===== config.mk =====
export PLATFORM = sky130hd
export DESIGN_NAME = tdm_frame_xcvr
export DESIGN_NICKNAME = d
export VERILOG_FILES = /design/src/rtl/tdm_pkg.sv /design/src/rtl/tdm_timebase.sv /design/src/rtl/tdm_tx_ser.sv /design/src/rtl/tdm_rx_deser.sv /design/src/rtl/tdm_frame_xcvr.sv
export SDC_FILE = /design/constraint.sdc
export NUM_CORES = 1
export LEC_CHECK = 0
export ABC_AREA = 1
export ABC_CLOCK_PERIOD_IN_PS = 1700
export BUFFER_PORTS_ARGS = -buffer_cell sky130_fd_sc_hd__buf_4
export CAP_MARGIN = 15
export CORE_ASPECT_RATIO = 0.9
export CORE_MARGIN = 2
export CORE_UTILIZATION = 56
export DETAILED_ROUTE_END_ITERATION = 10
export PLACE_DENSITY = 0.81
export SETUP_SLACK_MARGIN = 0.05
export SLEW_MARGIN = 20
export SYNTH_ARGS = -nofsm -noshare
export SYNTH_HDL_FRONTEND = slang
export SYNTH_SLANG_ARGS = --single-unit

===== constraint.sdc =====
create_clock -name clk -period 1.7 [get_ports clk]
set_input_delay 0.085 -clock clk [delete_from_list [all_inputs] [get_ports clk]]
set_output_delay 0.085 -clock clk [all_outputs]
set_load 0.02 [all_outputs]

===== src/rtl/tdm_pkg.sv =====
package tdm_pkg;
  localparam int OCT_W      = 8;
  localparam int OCTETS     = 4;
  localparam int FRAME_BITS = OCT_W * OCTETS;
  localparam int D_W        = 2;
  localparam int CI_W       = 4;
  localparam int STOPGO_BIT = 3;

  // control octet, first-sent field at the top
  typedef struct packed {
    logic [D_W-1:0]  d;
    logic [CI_W-1:0] ci;
    logic            t;
    logic            e;
  } ctrl_oct_t;
endpackage


===== src/rtl/tdm_timebase.sv =====
module tdm_timebase
  import tdm_pkg::*;
#(
  parameter int CLKS_PER_BIT = 2
) (
  input  logic clk,
  input  logic rst_n,
  input  logic dclk,
  input  logic fsync,
  output logic frame_start,
  output logic bit_shift,
  output logic rx_samp,
  output logic rx_last,
  output logic frame_err
);
  localparam int FRAME_CLKS = FRAME_BITS * CLKS_PER_BIT;
  localparam int CNT_W      = $clog2(FRAME_CLKS);
  localparam logic [CNT_W-1:0] CNT_LAST = CNT_W'(FRAME_CLKS - 1);
  localparam logic [CNT_W-1:0] SUB_MASK = CNT_W'(CLKS_PER_BIT - 1);

  logic             dclk_q;
  logic [CNT_W-1:0] cnt_q, cnt_d;
  logic             lock_q, lock_d;
  logic             start_q, start_d;
  logic             shift_q, shift_d;
  logic             err_q, err_d;
  logic             rise, fall;

  assign rise = dclk & ~dclk_q;
  assign fall = ~dclk & dclk_q;

  always_comb begin
    cnt_d   = cnt_q;
    lock_d  = lock_q;
    start_d = 1'b0;
    shift_d = 1'b0;
    err_d   = 1'b0;
    if (rise) begin
      if (fsync) begin
        cnt_d   = '0;
        lock_d  = 1'b1;
        start_d = 1'b1;
        err_d   = lock_q && (cnt_q != CNT_LAST);
      end else if (lock_q) begin
        if (cnt_q == CNT_LAST) begin
          cnt_d   = '0;
          start_d = 1'b1;
          err_d   = 1'b1;
        end else begin
          cnt_d   = cnt_q + CNT_W'(1);
          shift_d = ((cnt_d & SUB_MASK) == '0);
        end
      end
    end
  end

  always_ff @(posedge clk or negedge rst_n) begin
    if (!rst_n) begin
      dclk_q  <= 1'b0;
      cnt_q   <= '0;
      lock_q  <= 1'b0;
      start_q <= 1'b0;
      shift_q <= 1'b0;
      err_q   <= 1'b0;
    end else begin
      dclk_q  <= dclk;
      start_q <= start_d;
      shift_q <= shift_d;
      err_q   <= err_d;
      if (rise) begin
        cnt_q  <= cnt_d;
        lock_q <= lock_d;
      end
    end
  end

  assign frame_start = start_q;
  assign bit_shift   = shift_q;
  assign frame_err   = err_q;
  assign rx_samp     = fall && lock_q && ((cnt_q & SUB_MASK) == SUB_MASK);
  assign rx_last     = (cnt_q == CNT_LAST);


  cnt_hold_chk: assert property (@(posedge clk) disable iff (!rst_n)
    !rise |=> $stable(cnt_q));


  start_at_zero_chk: assert property (@(posedge clk) disable iff (!rst_n)
    start_q |-> (cnt_q == '0));
endmodule


===== src/rtl/tdm_tx_ser.sv =====
module tdm_tx_ser
  import tdm_pkg::*;
#(
  parameter logic T_IDLE = 1'b1
) (
  input  logic            clk,
  input  logic            rst_n,
  input  logic            load,
  input  logic            shift,
  input  logic [OCT_W-1:0] b1,
  input  logic [OCT_W-1:0] b2,
  input  logic [OCT_W-1:0] mon,
  input  logic [D_W-1:0]  d,
  input  logic [CI_W-1:0] ci,
  input  logic            e,
  output logic            txd
);
  logic [FRAME_BITS-1:0] sreg_q, sreg_d;
  logic                  live_q, live_d;
  ctrl_oct_t             ctrl;

  always_comb begin
    ctrl.d  = d;
    ctrl.ci = ci;
    ctrl.t  = T_IDLE;
    ctrl.e  = e;
  end

  always_comb begin
    sreg_d = sreg_q;
    live_d = live_q;
    if (load) begin
      sreg_d = {b1, b2, mon, ctrl};
      live_d = 1'b1;
    end else if (shift) begin
      sreg_d = {sreg_q[FRAME_BITS-2:0], 1'b1};
    end
  end

  always_ff @(posedge clk or negedge rst_n) begin
    if (!rst_n) begin
      sreg_q <= '1;
      live_q <= 1'b0;
    end else if (load || shift) begin
      sreg_q <= sreg_d;
      live_q <= live_d;
    end
  end

  assign txd = live_q ? sreg_q[FRAME_BITS-1] : 1'b1;


  first_bit_chk: assert property (@(posedge clk) disable iff (!rst_n)
    load |=> (txd == $past(b1[OCT_W-1])));


  tx_hold_chk: assert property (@(posedge clk) disable iff (!rst_n)
    (!load && !shift) |=> $stable(txd));
endmodule


===== src/rtl/tdm_rx_deser.sv =====
module tdm_rx_deser
  import tdm_pkg::*;
(
  input  logic             clk,
  input  logic             rst_n,
  input  logic             samp,
  input  logic             last,
  input  logic             rxd,
  output logic [OCT_W-1:0] b1,
  output logic [OCT_W-1:0] b2,
  output logic [OCT_W-1:0] mon,
  output logic [D_W-1:0]   d,
  output logic [CI_W-1:0]  ci,
  output logic             e,
  output logic             stopgo,
  output logic             done
);
  // shift register holds the first 31 bits; the 32nd arrives on rxd
  localparam int SR_W   = FRAME_BITS - 1;
  localparam int OFF_CI = 1;
  localparam int OFF_D  = OFF_CI + CI_W;
  localparam int OFF_MN = OFF_D + D_W;
  localparam int OFF_B2 = OFF_MN + OCT_W;
  localparam int OFF_B1 = OFF_B2 + OCT_W;

  logic [SR_W-1:0] sreg_q, sreg_d;
  logic            done_q, done_d;
  logic            grab;

  assign grab   = samp && last;
  assign sreg_d = {sreg_q[SR_W-2:0], rxd};
  assign done_d = grab;

  always_ff @(posedge clk or negedge rst_n) begin
    if (!rst_n) begin
      sreg_q <= '0;
    end else if (samp) begin
      sreg_q <= sreg_d;
    end
  end

  always_ff @(posedge clk or negedge rst_n) begin
    if (!rst_n) begin
      b1     <= '0;
      b2     <= '0;
      mon    <= '0;
      d      <= '0;
      ci     <= '0;
      e      <= 1'b0;
      stopgo <= 1'b0;
    end else if (grab) begin
      b1     <= sreg_q[OFF_B1 +: OCT_W];
      b2     <= sreg_q[OFF_B2 +: OCT_W];
      mon    <= sreg_q[OFF_MN +: OCT_W];
      d      <= sreg_q[OFF_D +: D_W];
      ci     <= sreg_q[OFF_CI +: CI_W];
      e      <= rxd;
      stopgo <= sreg_q[OFF_MN + STOPGO_BIT];
    end
  end

  always_ff @(posedge clk or negedge rst_n) begin
    if (!rst_n) done_q <= 1'b0;
    else        done_q <= done_d;
  end

  assign done = done_q;


  done_pulse_chk: assert property (@(posedge clk) disable iff (!rst_n)
    done_q |=> !done_q);
endmodule


===== src/rtl/tdm_frame_xcvr.sv =====
module tdm_frame_xcvr
  import tdm_pkg::*;
#(
  parameter int   CLKS_PER_BIT = 2,
  parameter logic T_IDLE       = 1'b1
) (
  input  logic             clk,
  input  logic             rst_n,
  input  logic             dclk,
  input  logic             fsync,
  input  logic             rxd,
  output logic             txd,
  input  logic [OCT_W-1:0] tx_b1,
  input  logic [OCT_W-1:0] tx_b2,
  input  logic [OCT_W-1:0] tx_mon,
  input  logic [D_W-1:0]   tx_d,
  input  logic [CI_W-1:0]  tx_ci,
  input  logic             tx_e,
  output logic [OCT_W-1:0] rx_b1,
  output logic [OCT_W-1:0] rx_b2,
  output logic [OCT_W-1:0] rx_mon,
  output logic [D_W-1:0]   rx_d,
  output logic [CI_W-1:0]  rx_ci,
  output logic             rx_e,
  output logic             rx_stopgo,
  output logic             rx_done,
  output logic             frame_err
);
  logic frame_start, bit_shift, rx_samp, rx_last;

  tdm_timebase #(.CLKS_PER_BIT(CLKS_PER_BIT)) u_tb (
    .clk         (clk),
    .rst_n       (rst_n),
    .dclk        (dclk),
    .fsync       (fsync),
    .frame_start (frame_start),
    .bit_shift   (bit_shift),
    .rx_samp     (rx_samp),
    .rx_last     (rx_last),
    .frame_err   (frame_err)
  );

  tdm_tx_ser #(.T_IDLE(T_IDLE)) u_tx (
    .clk   (clk),
    .rst_n (rst_n),
    .load  (frame_start),
    .shift (bit_shift),
    .b1    (tx_b1),
    .b2    (tx_b2),
    .mon   (tx_mon),
    .d     (tx_d),
    .ci    (tx_ci),
    .e     (tx_e),
    .txd   (txd)
  );

  tdm_rx_deser u_rx (
    .clk    (clk),
    .rst_n  (rst_n),
    .samp   (rx_samp),
    .last   (rx_last),
    .rxd    (rxd),
    .b1     (rx_b1),
    .b2     (rx_b2),
    .mon    (rx_mon),
    .d      (rx_d),
    .ci     (rx_ci),
    .e      (rx_e),
    .stopgo (rx_stopgo),
    .done   (rx_done)
  );
endmodule


==> results.yml <==
clock_tree:
  htreeDepth: 3
  clk_pin_slew_ns: 0.09
  cts_resized: 0
  clock-sinks: 107
  clk_path_buf_depth: 2
  cts_buffers: 9
  clk_latency_ns: 0.36
  cts_root_buf: "clkbuf_8"
  postCtsSetupRepairBufs: 0
  cts_tree: "built"
placed_design:
  place_area_um2: 5040
  dpl_worst_slack_ns: 0.204
  portBuffers: 70
  place.gp.congestion: 0.763
  post-dp-hpwl_mm: 5.22
synthesis:
  synth_compound_area_share_pct: 16.0
  synth_edf_count: 0
  syn_area_per_cell_um2: 10.0
  syn-num-nets: 483
  ys_async_sr_fraction_pct: 100
  ys_warn_count: 0
  ys_seq_area_share_pct: 60.9
  synth_fa_ha_area_share_pct: 0.280
  synth_mux_area_share_pct: 0
  syn_area_um2: 4460
  synthDistinctLibCells: 25
  ys_seq_elements: 107
  synthSimpleGateAreaFrac_pct: 12.8
  ys.flop_type: "dfrtp_1"
  synth_top_family_by_area: "compound AO/OA/AOI/OAI gates"
  synthCells: 446
  synth_xor_area_share_pct: 0
timing:
  setup_viol: 0
  fin_setup_tns_ns: 0
  finalHoldViolations: 0
  finalCriticalPeriod_ns: 1.50
  slew_violations: 0
  clock_skew_ns: 0.0102
  setup_slack_ns: 0.204
  max_slew_margin_pct: 37.7
  holdWs_ns: 0.0185
  rsz0062_at_grt: "false"
  fin_crit_sh_pct: 88.0
  tightest_slew_ns: 0.934
  fmax_ghz: 0.668
routing:
  viasPerCell: 5.09
  drt_iter0_drc: 189
  wirelength_mm: 8.47
  wl_per_cell_um: 13.1
  via_count: 3283
  drcViolationCount: 0
  ant_nets: 0
  firstDrtPassIters: 4
power:
  power.leakage_nw: 2.67
  power_density_nw_per_um2: 1060
  power_w: 0.00589
  ir_drop_uv: 619
critical_path:
  critPathCaptureType: "register"
  crit_type: "register to register"
  start_kind: "register"
  required_ns: 1.96
  worst_path_largest_cell_delay_ns: 0.41
  path_common_cell: "nand2_1"
  crit_arrival_ns: 1.76
  path_max_fanout: 62
  cp_slowest_cell: "dfrtp_1"
  path_cells: "ha_1 > nand2_1 > nor2_1 > nand2_4 > buf_12 > inv_1 > nand2_1 > nand2_1"
floorplanning:
  die_area_um2: 8700
  rows: 30
  pin_count: 71
  initial_utilization_pct: 58.6
  fp.dieW_um: 98.1
  die_h_um: 88.7
  core_um2: 7620
final_layout:
  layout-area-overhead-vs-synth_pct: 24.8
  seq_area_um2: 2720
  antennaDiodeCount: 0
  fin_nets: 581
  final_cell_mix: "nand2_1 (113), inv_1 (77), dfrtp_1 (75)"
  layout-drive-gt1-share_pct: 28.4
  n_fill_cell: 546
  multi_input_area_um2: 1300
  postLayoutCellArea_um2: 5570
  layout_commonest_cell: "nand2_1"
global_routing:
  antenna_found_initial: 0
  grt_max_degree: 63
  grt_pass1_vias: 3158
  track_usage_pct: 20.6
  gr-total-overflow: 0
  grt_pass1_wl_mm: 14.4
run:
  cap_violations: 0
status:
  status: "finished, final reports clean"
min_path:
  min_path_type: "input pin to register"
-- path summary, 6_finish.rpt --
kind	to	cells after the start	startpoint	slack (ns)
min in group asynchronous	u_tx.live_q$_DFFE_PN0P_	2	rst_n	0.23
max in group asynchronous	u_tx.sreg_q[20]$_DFFE_PN1N_	3	rst_n	0.82
max	u_rx.b1[7]$_DFFE_PN0P_	8	u_tb.cnt_q[0]$_DFFE_PN0P_	0.20
max reg2reg	u_rx.b1[7]$_DFFE_PN0P_	8	u_tb.cnt_q[0]$_DFFE_PN0P_	0.20
min	u_tb.lock_q$_DFFE_PN0P_	3	fsync	0.02
min reg2reg	u_rx.sreg_q[7]$_DFFE_PN0P_	2	u_rx.sreg_q[6]$_DFFE_PN0P_	0.49
-- metrics by stage --
step                      utilization (%)  instances
after floorplan                         -        446
after global placement               66.2        595
after detailed placement             66.2        595
after CTS                            73.1        645
after global routing                 73.1        645
final                                73.1        645
-- registers in the layout, summed over array words and instances (netlist names), 2 cells and up --
| name | count |
|---|---|
| u_rx.b2 | 8 |
| u_rx.ci | 4 |
| u_rx.d | 2 |
| u_rx.b1 | 8 |
| u_tb.cnt_q | 6 |
| u_tx.sreg_q | 32 |
| u_rx.mon | 8 |
| u_rx.sreg_q | 31 |
-- layer usage --
metal | GRT usage, % | vias up | wire length, um
met5 | 0 | - | 0
li1 | - | 1626 | -
met1 | 28.0 | 1548 | 3880
met3 | 4.58 | 17 | 397
met2 | 33.4 | 92 | 4020
met4 | 7.32 | 0 | 172
-- layout make-up --
class	instances	area share (%)
clock inverter	4	0.898
multi-input combinational	239	23.3
clock buffer	12	2.43
timing repair buffer	110	17.3
sequential	107	48.8
tap	96	2.16
inverter	77	5.19
-- repair_timing --
action	CTS	global route
endpoints found under the hold margin	62	0
hold buffers	34	0
setup endpoints to repair	0	0
-- power by group --
part | switching (W) | internal [W]
logic | 0.000607 | 0.000386
clock network | 0.000818 | 0.000689
registers | 0.000234 | 0.00316
-- worst max-delay path, delay by kind of cell (launching register included) --
kind / cells / cell delay [ns]
flip-flops: 1 / 0.41
AND/OR/NAND/NOR: 5 / 0.37
buffers and inverters: 2 / 0.37
adder cells (fa/ha/maj): 1 / 0.22
-- logic make-up after synthesis --
family,after synthesis
and+or+nand+nor,141
AOI/OAI and AO/OA,97
buffers and inverters,100
DFF,107
adders and majority gates,1
-- synth_stat cells, types with 3 or more instances --
cell      count  area [um2]
a21oi_1       3        15.0
o21ai_1       3        15.0
clkbuf_1      6        22.5
inv_1        77         289
dfrtp_1      75        1880
nor2_1       13        48.8
nand3_1       8        40.0
o221ai_1     30         263
dfstp_2      32         841
buf_6         8        90.1
buf_2         7        35.0
nand2_1     113         424
o21ai_2      30         263
o21ai_0      30         150
Power figures use the tool's default switching activity.
